## config.mk

```make
export PLATFORM = sky130hd
export DESIGN_NAME = dpot_serial_ctrl
export DESIGN_NICKNAME = d
export VERILOG_FILES = /design/src/rtl/dpot_pkg.sv /design/src/rtl/dpot_sync.sv /design/src/rtl/dpot_serial_rx.sv /design/src/rtl/dpot_latch_bank.sv /design/src/rtl/dpot_switch_ctrl.sv /design/src/rtl/dpot_serial_ctrl.sv
export SDC_FILE = /design/constraint.sdc
export NUM_CORES = 1
export LEC_CHECK = 0
export BUFFER_PORTS_ARGS = -buffer_cell sky130_fd_sc_hd__buf_2
export CORE_UTILIZATION = 40
export CTS_BUF_LIST = sky130_fd_sc_hd__clkbuf_8
export CTS_CLUSTER_DIAMETER = 150
export DETAILED_ROUTE_END_ITERATION = 8
export PLACE_DENSITY = 0.73
export RECOVER_POWER = 50
export SYNTH_ARGS = -nofsm -noshare
export SYNTH_HDL_FRONTEND = slang
export SYNTH_SLANG_ARGS = --single-unit
```

## constraint.sdc

```tcl
create_clock -name clk -period 4.8 [get_ports clk]
set_clock_uncertainty 0.1 [all_clocks]
set_input_delay 0.96 -clock clk [delete_from_list [all_inputs] [get_ports clk]]
set_output_delay 0.96 -clock clk [all_outputs]
set_load 0.01 [all_outputs]
```

## src/rtl/dpot_pkg.sv

```systemverilog
package dpot_pkg;

  // Midscale code for a code width w: only the top bit is set.
  function automatic int mid_code(input int w);
    return 1 << (w - 1);
  endfunction

  // Total frame length in serial clocks.
  function automatic int frame_len(input int aw, input int dw);
    return aw + dw;
  endfunction

endpackage

```

## src/rtl/dpot_sync.sv

```systemverilog
module dpot_sync #(
  parameter int          W       = 3,
  parameter int          STAGES  = 2,
  parameter logic [W-1:0] RST_VAL = '0
) (
  input  logic         clk,
  input  logic         rst_n,
  input  logic [W-1:0] d_i,
  output logic [W-1:0] q_o
);
  logic [STAGES-1:0][W-1:0] stg_q;

  always_ff @(posedge clk or negedge rst_n) begin
    if (!rst_n) begin
      for (int i = 0; i < STAGES; i++) stg_q[i] <= RST_VAL;
    end else begin
      stg_q[0] <= d_i;
      for (int i = 1; i < STAGES; i++) stg_q[i] <= stg_q[i-1];
    end
  end

  assign q_o = stg_q[STAGES-1];
endmodule

```

## src/rtl/dpot_serial_rx.sv

```systemverilog
module dpot_serial_rx
  import dpot_pkg::*;
#(
  parameter int ADDR_W      = 3,
  parameter int DATA_W      = 8,
  parameter int SYNC_STAGES = 2
) (
  input  logic              clk,
  input  logic              rst_n,
  input  logic              sclk_i,
  input  logic              sdi_i,
  input  logic              cs_n_i,
  output logic              frm_valid_o,
  output logic [ADDR_W-1:0] frm_addr_o,
  output logic [DATA_W-1:0] frm_data_o
);
  localparam int FRAME_W = frame_len(ADDR_W, DATA_W);
  localparam int CNT_W   = $clog2(FRAME_W + 2);
  localparam logic [CNT_W-1:0] CNT_FULL = CNT_W'(FRAME_W);
  localparam logic [CNT_W-1:0] CNT_SAT  = CNT_W'(FRAME_W + 1);

  // Synchronised serial lines: {cs_n, sclk, sdi}; idle select is high.
  logic [2:0] raw_s, syn_s;
  assign raw_s = {cs_n_i, sclk_i, sdi_i};

  dpot_sync #(.W(3), .STAGES(SYNC_STAGES), .RST_VAL(3'b100)) u_sync (
    .clk  (clk),
    .rst_n(rst_n),
    .d_i  (raw_s),
    .q_o  (syn_s)
  );

  logic cs_s, sclk_s, sdi_s;
  assign cs_s   = syn_s[2];
  assign sclk_s = syn_s[1];
  assign sdi_s  = syn_s[0];

  logic cs_q, sclk_q;
  always_ff @(posedge clk or negedge rst_n) begin
    if (!rst_n) begin
      cs_q   <= 1'b1;
      sclk_q <= 1'b0;
    end else begin
      cs_q   <= cs_s;
      sclk_q <= sclk_s;
    end
  end

  // Named internal events.
  logic bit_tick, cs_rise;
  assign bit_tick = sclk_s & ~sclk_q & ~cs_s;
  assign cs_rise  = cs_s & ~cs_q;

  logic [FRAME_W-1:0] shreg_q;
  logic [CNT_W-1:0]   cnt_q;

  always_ff @(posedge clk or negedge rst_n) begin
    if (!rst_n) begin
      shreg_q <= '0;
    end else if (bit_tick) begin
      shreg_q <= {shreg_q[FRAME_W-2:0], sdi_s};
    end
  end

  always_ff @(posedge clk or negedge rst_n) begin
    if (!rst_n) begin
      cnt_q <= '0;
    end else if (cs_s) begin
      cnt_q <= '0;
    end else if (bit_tick && cnt_q != CNT_SAT) begin
      cnt_q <= cnt_q + 1'b1;
    end
  end

  assign frm_valid_o = cs_rise && (cnt_q == CNT_FULL);
  assign frm_addr_o  = shreg_q[FRAME_W-1 -: ADDR_W];
  assign frm_data_o  = shreg_q[DATA_W-1:0];

  AST_CNT_BOUND: assert property (@(posedge clk) disable iff (!rst_n)
    cnt_q <= CNT_SAT);
  AST_CS_CLEARS: assert property (@(posedge clk) disable iff (!rst_n)
    cs_rise |=> (cnt_q == '0));
  AST_NO_TICK_WHEN_IDLE: assert property (@(posedge clk) disable iff (!rst_n)
    cs_s |=> (cnt_q == '0));
endmodule

```

## src/rtl/dpot_latch_bank.sv

```systemverilog
module dpot_latch_bank
  import dpot_pkg::*;
#(
  parameter int NUM_CH = 6,
  parameter int ADDR_W = 3,
  parameter int DATA_W = 8
) (
  input  logic                     clk,
  input  logic                     rst_n,
  input  logic                     preset_i,
  input  logic                     wr_en_i,
  input  logic [ADDR_W-1:0]        wr_addr_i,
  input  logic [DATA_W-1:0]        wr_data_i,
  output logic [NUM_CH*DATA_W-1:0] codes_o
);
  localparam logic [DATA_W-1:0] MID = DATA_W'(mid_code(DATA_W));

  logic [NUM_CH-1:0] sel;
  logic              addr_ok;
  assign addr_ok = ({1'b0, wr_addr_i} < (ADDR_W+1)'(NUM_CH));

  for (genvar g = 0; g < NUM_CH; g++) begin : g_ch
    logic [DATA_W-1:0] code_q;
    assign sel[g] = wr_en_i && (wr_addr_i == ADDR_W'(g));

    always_ff @(posedge clk or negedge rst_n) begin
      if (!rst_n)        code_q <= MID;
      else if (preset_i) code_q <= MID;
      else if (sel[g])   code_q <= wr_data_i;
    end

    assign codes_o[g*DATA_W +: DATA_W] = code_q;

    AST_PRESET_MID: assert property (@(posedge clk) disable iff (!rst_n)
      preset_i |=> (code_q == MID));
    AST_WRITE_LANDS: assert property (@(posedge clk) disable iff (!rst_n)
      (sel[g] && !preset_i) |=> (code_q == $past(wr_data_i)));
  end

  AST_ONE_SEL: assert property (@(posedge clk) disable iff (!rst_n)
    $onehot0(sel));
  AST_BAD_ADDR_HOLD: assert property (@(posedge clk) disable iff (!rst_n)
    (wr_en_i && !addr_ok && !preset_i) |=> $stable(codes_o));
  AST_IDLE_HOLD: assert property (@(posedge clk) disable iff (!rst_n)
    (!wr_en_i && !preset_i) |=> $stable(codes_o));
endmodule

```

## src/rtl/dpot_switch_ctrl.sv

```systemverilog
module dpot_switch_ctrl #(
  parameter int NUM_CH = 6
) (
  input  logic              shutdown_i,
  output logic [NUM_CH-1:0] a_open_o,
  output logic [NUM_CH-1:0] wb_short_o
);
  // In the power-saving state each channel opens its A terminal and
  // ties the wiper to B; the stored code is left untouched.
  for (genvar g = 0; g < NUM_CH; g++) begin : g_sw
    assign a_open_o[g]   = shutdown_i;
    assign wb_short_o[g] = shutdown_i;
  end
endmodule

```

## src/rtl/dpot_serial_ctrl.sv

```systemverilog
module dpot_serial_ctrl #(
  parameter int NUM_CH      = 6,
  parameter int ADDR_W      = 3,
  parameter int DATA_W      = 8,
  parameter int SYNC_STAGES = 2
) (
  input  logic                     clk,
  input  logic                     rst_n,
  input  logic                     sclk,
  input  logic                     sdi,
  input  logic                     cs_n,
  input  logic                     preset,
  input  logic                     shutdown,
  output logic [NUM_CH*DATA_W-1:0] ch_code,
  output logic [NUM_CH-1:0]        ch_a_open,
  output logic [NUM_CH-1:0]        ch_wb_short
);
  logic              frm_valid;
  logic [ADDR_W-1:0] frm_addr;
  logic [DATA_W-1:0] frm_data;

  dpot_serial_rx #(
    .ADDR_W(ADDR_W), .DATA_W(DATA_W), .SYNC_STAGES(SYNC_STAGES)
  ) u_rx (
    .clk        (clk),
    .rst_n      (rst_n),
    .sclk_i     (sclk),
    .sdi_i      (sdi),
    .cs_n_i     (cs_n),
    .frm_valid_o(frm_valid),
    .frm_addr_o (frm_addr),
    .frm_data_o (frm_data)
  );

  dpot_latch_bank #(
    .NUM_CH(NUM_CH), .ADDR_W(ADDR_W), .DATA_W(DATA_W)
  ) u_bank (
    .clk      (clk),
    .rst_n    (rst_n),
    .preset_i (preset),
    .wr_en_i  (frm_valid),
    .wr_addr_i(frm_addr),
    .wr_data_i(frm_data),
    .codes_o  (ch_code)
  );

  dpot_switch_ctrl #(.NUM_CH(NUM_CH)) u_sw (
    .shutdown_i(shutdown),
    .a_open_o  (ch_a_open),
    .wb_short_o(ch_wb_short)
  );

  AST_SHDN_RETAIN: assert property (@(posedge clk) disable iff (!rst_n)
    (shutdown && !preset && !frm_valid) |=> $stable(ch_code));
  AST_SHDN_SWITCH: assert property (@(posedge clk) disable iff (!rst_n)
    shutdown |-> (&ch_a_open && &ch_wb_short));
  AST_RUN_SWITCH: assert property (@(posedge clk) disable iff (!rst_n)
    !shutdown |-> (ch_a_open == '0 && ch_wb_short == '0));
endmodule

```

Word level (Yosys, flattened, before mapping). Index checks and enable logic that the tools add are counted.

Add/subtract/negate cells: 1. Multiply operators: 0. Div/mod/pow operators: 0. $lt $le $gt $ge: 0. Equal/unequal tests: 7. Shift-type cells: 0. Multiplexer cells: 14. Bitwise logic cells: 6. Reduce and logical (&&, ||, !) cells: 16.

Operator list (number): $mux W8 (12); $reduce_bool A2 Y1 (7); $logic_and A1 B1 Y1 (8); $mux W4 (2); $eq A3 B2 Y1 const B (2); $eq A3 B3 Y1 const B (2); $add A4 B1 Y4 const B (1); $eq A4 B4 Y1 const B (1); $ne A4 B4 Y1 const B (1); $and A1 B1 Y1 (3); $eq A3 B1 Y1 const B (1); $logic_not A3 Y1 (1); $not A1 Y1 (3).

Register bits after elaboration: 71. Latch bits: 0. Memory bits (writable): 0. Memory bits (read-only): 0. Input bits: 7. Output and inout port bits: 60. Logic and storage cells: 56. Memories kept: 0.

Logic depth before layout (Yosys ltp). Gate-level depths: netlist of run 1.

Depth in word-level cells: 6. Depth in mapped cells: 5. Mapped depth without buffers: 5.

By module. From an unflattened synthesis of run 1, not the netlist that was laid out.

Cells, all modules: 244. Area, all modules: 3184.3 um^2.

By module, submodules not included: dpot_latch_bank (instances 1, cells an instance 171, area an instance 2155.8 um^2, sequential area each 1208.7 um^2); dpot_serial_rx (instances 1, cells an instance 52, area an instance 763.2 um^2, sequential area each 426.7 um^2); dpot_sync (instances 1, cells an instance 9, area an instance 175.2 um^2, sequential area each 152.6 um^2); dpot_switch_ctrl (instances 1, cells an instance 12, area an instance 90.1 um^2, sequential area each 0.0 um^2).

Least setup slack after synthesis of run 1. OpenSTA, ideal clock, no wires.

Path type: in2out. From: input shutdown. To: output ch_a_open[0]. Data arrival time: 1.079 ns. Required time: 3.740 ns. Setup slack: 2.661 ns. Stages on the path: 1. Path buffers: 1. Cells stage by stage: buf_4.

RTL lines: start: declaration (RTL line dpot_serial_ctrl.sv:13) `input logic shutdown,`; end: declaration (RTL line dpot_serial_ctrl.sv:15) `output logic [NUM_CH-1:0] ch_a_open,`.

No word-level cell between the ends.

Final worst setup path of run 1.
From: input preset. To: register u_bank.g_ch[5].code_q[7].

Cells in the longest elaborated chain, start to end: 1. Elaborated cells on any way between the ends: 2. Classes of those cells: mux (1); reduce/logical (1).

Ends and longest elaborated chain: start: declaration (RTL line dpot_serial_ctrl.sv:12) `input logic preset,`; $mux W8 or $reduce_bool A2 Y1 (tied branches); end signal: assignment (RTL line dpot_latch_bank.sv:29) `else if (sel[g]) code_q <= wr_data_i;`; end: declaration (RTL line dpot_latch_bank.sv:23) `logic [DATA_W-1:0] code_q;`.

Parallel ways exist; a longest one is shown, timed or not. A chain may end at the register's enable or synchronous reset.

==> results of run 1 <==
## sequential cells by signal (all words and copies together) (netlist names)
name / cells
u_rx.sclk_q: 1
u_bank.g_ch.code_q: 48
u_rx.u_sync.q_o: 3
u_rx.cnt_q: 4
u_rx.u_sync.stg_q: 3
u_rx.cs_q: 1
u_rx.shreg_q: 11
## logic make-up after synthesis
group	count (synthesis)
buffers and inverters	24
AND/OR/NAND/NOR	75
AO/OA/AOI/OAI	5
multiplexers	61
adder cells (fa/ha/maj)	2
flip-flops	71
## cell usage in the layout (no fill, tap or decap), types with 4 or more instances in the layout
cell type and instances:
sky130_fd_sc_hd__mux2_2 12, sky130_fd_sc_hd__dfstp_2 8, sky130_fd_sc_hd__clkbuf_8 11, sky130_fd_sc_hd__dfrtp_1 62, sky130_fd_sc_hd__mux2i_1 49, sky130_fd_sc_hd__buf_2 12, sky130_fd_sc_hd__nor2_1 9, sky130_fd_sc_hd__nand2b_1 50
sky130_fd_sc_hd__inv_1 4, sky130_fd_sc_hd__clkbuf_1 42
## cell type report
| type | count | area, um2 |
|---|---|---|
| Sequential cell | 71 | 1790 |
| Tap cell | 99 | 124 |
| Inverter | 2 | 7.51 |
| Clock buffer | 11 | 151 |
| Multi-Input combinational cell | 143 | 1180 |
| Timing Repair Buffer | 55 | 225 |
| Clock inverter | 5 | 25.0 |
| Fill cell | 711 | 3900 |
## stage by stage
step | setup slack, ns | total power, mW | cell area, um2
6_report | 2.05 | 1.20 | 3510
5_1_grt | 1.81 | 1.26 | 3510
4_1_cts | 2.74 | 1.22 | 3560
3_5_place_dp | 2.40 | 0.797 | 3380
3_3_place_gp | 2.46 | 0.792 | 3380
2_1_floorplan | 2.66 | 0.758 | 3130
## routing by layer
layer	vias up	track usage, %	share of wire (%)
met2	44	25.8	47
met5	-	0	0
met4	0	6.72	1.3
li1	881	-	-
met1	943	22.2	47
met3	10	3.11	4.0
## power groups by stage
| stage | sequential, mW | combinational [mW] | clock [mW] |
|---|---|---|---|
| 2_1_floorplan | 0.670 | 0.0879 | 0 |
| 3_5_place_dp | 0.680 | 0.117 | 0 |
| 6_report | 0.669 | 0.113 | 0.419 |
| 5_1_grt | 0.675 | 0.128 | 0.457 |
| 3_3_place_gp | 0.678 | 0.114 | 0 |
| 4_1_cts | 0.669 | 0.117 | 0.432 |
## worst min path at each step
stage                                     from                  to  slack [ns]  depth (start not counted)
after floorplan           u_rx.u_sync.stg_q[0]  u_rx.u_sync.q_o[0]        0.23                          0
after CTS                 u_rx.u_sync.stg_q[0]  u_rx.u_sync.q_o[0]        0.25                          0
after global routing      u_rx.u_sync.stg_q[0]  u_rx.u_sync.q_o[0]        0.26                          0
after detailed placement  u_rx.u_sync.stg_q[0]  u_rx.u_sync.q_o[0]        0.24                          0
final                     u_rx.u_sync.stg_q[0]  u_rx.u_sync.q_o[0]        0.25                          0
after global placement    u_rx.u_sync.stg_q[1]  u_rx.u_sync.q_o[1]        0.23                          0
## worst max-delay path: cells and delay by family
kind                   cells  cell delay [ns]
buffers and inverters      1             1.25
muxes                      1             0.27
and+or+nand+nor            1             0.39
==> out/results.txt, run 1 <==
The worst reg2reg path endpoint is u_rx.cnt_q[1]. Of the cells placed in the final design, the portion with a size suffix greater than 1 is 18.8%. Buffers inserted during clock tree synthesis total 9. Entering global routing, the biggest net connects 57 pins. Wires add up to 6220 um.

The die covers 8190 um2. In this run the power density over the cells is 343 nW/um2. Final antenna-violating net count: 0. The HPWL after detailed placement came out at 4220 um. The repair_antennas step left the layout with diodes totalling 0. The largest buffer count on any clock path was 2. Total global routing track utilization: 16.4%. The floorplan die width is 90.5 um. In this run the biggest area consumer among cell types represents 49.5% of the synthesized area. The residual overflow from global routing came out at 0. Placement row count: 31. In this run the count of I/O pins placed on the die edge is 67. Maximum achievable frequency: 0.364 GHz. For the net count of the mapped netlist, the log shows 247. Largest family of logic cells by synthesized area: multiplexers. Summing the areas of all compound-gate instances in the mapped netlist gives 1.12% of the synthesized area.

Of all nets on the critical path, the largest fanout is 56. The global-route wire length before repair is 10400 um. The worst-case headroom to the max-slew limit was -22.9%; the number of max-slew violations in the final report was 91.

The number of antenna violations at the first check in global routing was 0. The run gives 55.7% as the proportion of power drawn by flip-flops and latches. Among all cell types in the netlist, the one instantiated most often is sky130_fd_sc_hd__dfrtp_1.

The final route contains 1878 vias. The tools report the launching element of the worst setup path as preset. The tree built by TritonCTS fans out to 71 sinks. Routability-driven placement finished with a final weighted congestion of 0.706. Setup violations remaining at the end of the flow were counted as 0. In the synthesized netlist the async set-or-reset flop fraction comes to 100%. Hold repair after CTS inserted 0 buffers.

The post-synthesis area per instance was 13.2 um2; the number of iterations in the first detailed-routing pass was 6. The count of cells in the finished layout, fillers not included, comes to 386. The number of placed instances, taps included, is 370. The worst path needs 2.75 ns of the cycle, external delays included. The end-of-flow core utilization was 47.3%; the largest voltage drop on the vdd net was 0.144 mV. In the routed design, unresolved DRC markers number 0. Among all flip-flop cells after synthesis, the most frequent one is sky130_fd_sc_hd__dfrtp_1. The run gives 2.90 ns as the arrival time reported for the critical path endpoint.

The critical path ends at u_bank.g_ch[5].code_q[7]. The length in cells of the worst reg-to-reg path was 4. Counting instances in the post-synthesis netlist gives the leading cell types as sky130_fd_sc_hd__dfrtp_1 (62), sky130_fd_sc_hd__nand2b_1 (50), sky130_fd_sc_hd__mux2i_1 (49). The synthesized netlist contains 27 unique library cells. The run gives 0 as the number of hold violations in the final report. The most area-hungry cell type in the Yosys netlist was sky130_fd_sc_hd__dfrtp_1. The post-CTS setup buffer count is 0, and the final layout net count is 291.

For this configuration, the core starts out at a cell density of 42.3%. The critical setup path kind is in -> reg. Ratio of routed vias to standard cells: 4.87. The proportion of power drawn by combinational gates was 9.4%; the count of instances resized after the clock tree is built was 0. Sorting the synthesized cells by area gives the leading types as sky130_fd_sc_hd__dfrtp_1 (50%), sky130_fd_sc_hd__mux2i_1 (16%), sky130_fd_sc_hd__nand2b_1 (10%). The checks that failed: max-capacitance violations, max-slew violations. The number of warnings printed during yosys synthesis is 0, and the wire length per cell is 16.1 um. After clock tree synthesis, the clock-pin slew on the worst setup and hold paths is 0.07 ns.

The register-to-register setup slack is 2.80 ns. The tools report the internal power consumption as 0.893 mW. The area growth from synthesis to layout is 11.9%, and the cell count after synthesis is 238.

The count of buffers added on input and output ports is 53. TritonCTS built the clock tree. In this run the power spent charging and discharging nets is 0.308 mW.

The worst setup path is captured at a register. The worst path uses 57.3% of the clock period. Walking the worst path, the cells encountered are clkbuf_1 -> nor2_1 -> mux2i_1.

In this run switching power makes up 25.7% of total power. CTS built an H-tree with a depth of 3. Yosys mapped a number of flops with a built-in enable equal to 0. The tools report the static leakage as 1.76 nW. The clock network is responsible for 34.9% of the overall power. The later pin in the worst-skew pair is clocked with a latency of 0.33 ns. For the total core area, the log shows 7410 um2.

Kind of start point of the critical path: an input pin. The number of global-route vias before repair came out at 2016. Across all hold checks on the routed design, the worst slack comes to 0.252 ns. The cell at the root of the clock tree was sky130_fd_sc_hd__clkbuf_8. The register area share after synthesis was 57.1%. The launching point of the worst reg2reg path was u_rx.u_sync.q_o[2]. After synthesis the netlist holds a flip-flop and latch count of 71.

In this design, the stage delay of the slowest critical-path cell is 1.25 ns. For the worst setup path, the data required time is 4.96 ns. The count of maximum capacitance violations was 2. The largest individual stage delay along the critical path comes from the cell sky130_fd_sc_hd__clkbuf_1.

The flow ran to the end, but the final reports show violations. The die is 90.5 um tall. The path class of the lowest-slack min-delay path was reg -> reg.

The logs give 85 for the number of DRC markers after the initial detailed-route iteration and 0 ns for the final-layout setup total negative slack. The portion of synthesized area spent on multiplexers is 20.0%. The post-synthesis share of cell area spent on xor and xnor gates is 0%, and the post-synthesis share of cell area spent on and, or, nand and nor gates is 15.9%. The cell area after technology mapping was 3130 um2. Setup repair after global routing left no endpoint under its margin. For the pin with the worst max-slew slack, the measured transition is 1.84 ns. The adder-cell area share of the yosys netlist came out at 0.799%.
(Power assumes the default switching activity.)
==> run 2: changes to the inputs <==
Clock period 4.8 ns to 2.6 ns, I/O delays scaled along.
==> out/results.txt, run 2 (synthesis gave the netlist of run 1 again) <==
The clock edge transition at the registers on the reported setup and hold paths works out to 0.08 ns (about the same). The initial core utilization was 42.3% (unchanged); the met2 demand-to-capacity share in global routing was 25.0% (-0.76 points). For the routability congestion estimate from global placement, the log shows 0.720 (+1.9%). The path class of the lowest-slack min-delay path was in -> reg. The critical path is of the reg -> reg type. The number of DRC markers after the initial detailed-route iteration was 80 (-5.9%). The flow ran to the end, and the final reports show no timing, DRC or antenna violations.

The final design area excluding fillers is 3610 um2 (+3.0%), and the arrival time reported for the critical path endpoint is 2.07 ns (-0.83 ns). The logs give 372 (+0.54%) for the instance count after placement with tap cells included and 0 (-100%) for the number of max-slew violations in the final report. Number of buffers inserted by hold repair at cts: 0 (unchanged).

The destination of the worst hold path is u_rx.u_sync.stg_q[2]. The logs give 0 (unchanged) for the number of antenna violations at the first check in global routing and 1967 (-2.4%) for the number of global-route vias before repair. The flip-flop count of the largest register after layout was 48 (unchanged); the placement row count was 31 (unchanged).

The tools report the launching point of the worst reg2reg path as u_rx.u_sync.q_o[2]. The final-layout setup total negative slack was 0 ns (unchanged); the boundary pin count was 67 (unchanged). For the level count of the clock H-tree, the log shows 3 (unchanged). The logs give 0.376 mV (+160%) for the largest voltage drop on the vdd net and 0.65 ns (-2.15 ns) for the register-to-register setup slack. The post-route fraction of the period consumed by the critical path was 75.0%; the non-filler instance count after layout was 388 (+0.52%).

The tools report the count of filler cells inserted in the layout as 711 (unchanged). The tools report the routing usage on met3 as 4.29% (+1.2 points). The number of iterations in the first detailed-routing pass is 4 (-2).

Based on the critical path, the design can be clocked at up to 0.513 GHz. The tools report the residual overflow from global routing as 0 (unchanged). The top cell types in the final layout, fill and taps aside, are sky130_fd_sc_hd__dfrtp_1 (62), sky130_fd_sc_hd__nand2b_1 (50), sky130_fd_sc_hd__mux2i_1 (49).

The kind of start point of the critical path was a register. The tools report the worst-case headroom to the max-slew limit as 6.08% (+29 points). The tools report the DRC violation count after routing as 0 (unchanged). Aggregate routed wire length: 6060 um (-2.6%). Final antenna-violating net count: 0 (unchanged). Count of maximum capacitance violations: 0 (-2).

The highest fanout seen on the critical path is 12 (-79%), and the proportion of power drawn by combinational gates is 9.0% (-0.4 points). The total number of clock tree sinks was 71 (unchanged). Floorplan die width: 90.5 um (unchanged). u_bank.g_ch.code_q holds more flip-flops than any other register. Cell depth of the worst min-delay path: 1 (+1). The logs give 1.94 nW (+9.9%) for the static leakage and 0 (unchanged) for the number of hold violations in the final report. The wire length per cell is 15.6 um (-3.1%).

The tools report the global-route met1 utilization as 21.8% (-0.39 points). The total core area is 7410 um2 (unchanged). TritonCTS built the clock tree. Most utilized layer in the global route result: met2. Subtracting the final worst setup slack from the clock period gives 1.95 ns. The tools report the final antenna diode count as 0 (unchanged).

Setup repair after global routing left no endpoint under its margin. Largest net degree at the start of global routing: 32 (-44%). Number of buffers inserted by port buffering: 53 (unchanged).

The tools report the share of power burned in the clock network as 40.5% (+5.6 points). The transition time of the tightest slew-check pin came out at 1.41 ns (-0.435 ns). The final count of negative-setup-slack endpoints is 0 (unchanged), and the layout cell share with drive strength beyond 1 is 31.5% (+13 points). The run gives 1899 (+1.1%) as the routed via count. For the largest buffer count on any clock path, the log shows 2 (unchanged). The height of the die was 90.5 um (unchanged); the number of buffers created by CTS was 9 (unchanged). The die outline area came out at 8190 um2 (unchanged). The logs give 3400 um2 (+0.44%) for the post-place instance area and 1.85 mW (+110%) for the internal power consumption. For the final layout net count, the log shows 293 (+0.69%). The data required time at the worst endpoint came out at 2.72 ns (-2.24 ns). For the total global routing track utilization, the log shows 16.3% (-0.025 points). The global-route wire length before repair was 10300 um (-0.79%); the total net switching power was 0.590 mW (+91%). The tools report the post-CTS setup buffer count as 0 (unchanged). Length in cells of the worst reg-to-reg path: 4 (unchanged). The switching part of the total came out at 24.1% (-1.5 points).

The worst hold path begins at cs_n. Worst-skew pair later-pin latency: 0.33 ns (about the same). The worst reg2reg path endpoint was u_rx.cnt_q[1]. For the proportion of power drawn by flip-flops and latches, the log shows 50.5% (-5.2 points).

The power density of the placed cells was 676 nW/um2 (+97%). In the final layout, the registers with the most flip-flops are u_bank.g_ch.code_q (48), u_rx.shreg_q (11), u_rx.cnt_q (4). The HPWL after detailed placement is 4140 um (-1.8%). The ratio of routed vias to standard cells came out at 4.89 (+0.60%).

The library cell used most frequently in the layout, excluding fill and tap cells, is sky130_fd_sc_hd__dfrtp_1. The worst setup path is captured at a register. The cell sitting at the root of the clock tree is a sky130_fd_sc_hd__clkbuf_8. Relative to the synthesized area, the layout overhead comes to 15.3%. Count of instances resized after the clock tree is built: 0 (unchanged).
-- run 2: worst max-delay path by stage --
| stage | startpoint | endpoint |
|---|---|---|
| after floorplan | u_rx.cnt_q[0] | u_bank.g_ch[3].code_q[7] |
| after global placement | u_rx.cnt_q[0] | u_bank.g_ch[2].code_q[0] |
| after detailed placement | u_rx.cnt_q[0] | u_bank.g_ch[2].code_q[0] |
| after CTS | u_rx.cnt_q[0] | u_bank.g_ch[2].code_q[0] |
| after global routing | rst_n | u_rx.shreg_q[6] |
| final | u_rx.u_sync.q_o[2] | u_rx.cnt_q[1] |
-- run 2: critical path, cell delays in order (launching register included) --
cell and delay [ns]:
sky130_fd_sc_hd__dfstp_1 0.43, sky130_fd_sc_hd__nor3b_1 0.24, sky130_fd_sc_hd__clkbuf_1 0.54, sky130_fd_sc_hd__nand2_1 0.21, sky130_fd_sc_hd__mux2_2 0.31
-- run 2: per-layer routing --
| layer | routed length [um] | vias to the layer above |
|---|---|---|
| met5 | 0 | - |
| met4 | 170 | 0 |
| met3 | 287 | 15 |
| met2 | 2780 | 52 |
| met1 | 2820 | 951 |
| li1 | - | 881 |
-- run 2: area by class of cell --
type	instances	area (um2)	area share (%)
flip-flops and latches	71	1790	49.5
clock inverters	5	78.8	2.18
repair buffers	57	277	7.66
multi-input cells	143	1180	32.8
well taps	99	124	3.43
clock buffers	11	151	4.19
inverters	2	7.51	0.208
-- run 2: through the flow --
step                hold slack [ns]  worst slack (ns)  total power [mW]  util (%)
floorplan                     0.124              1.06              1.40         -
global placement              0.232             0.772              1.47      45.9
detailed placement            0.237             0.707              1.48      45.9
CTS                          0.0903             0.694              2.47      49.0
global route                  0.160             0.313              2.56      48.7
finish                        0.179             0.650              2.44      48.7
-- run 2: power by group through the flow --
stage               Sequential (mW)  Clock, mW  Combinational [mW]
finish                         1.23      0.989               0.221
global route                   1.24       1.07               0.241
CTS                            1.23       1.01               0.229
detailed placement             1.25          0               0.229
global placement               1.25          0               0.223
floorplan                      1.24          0               0.162
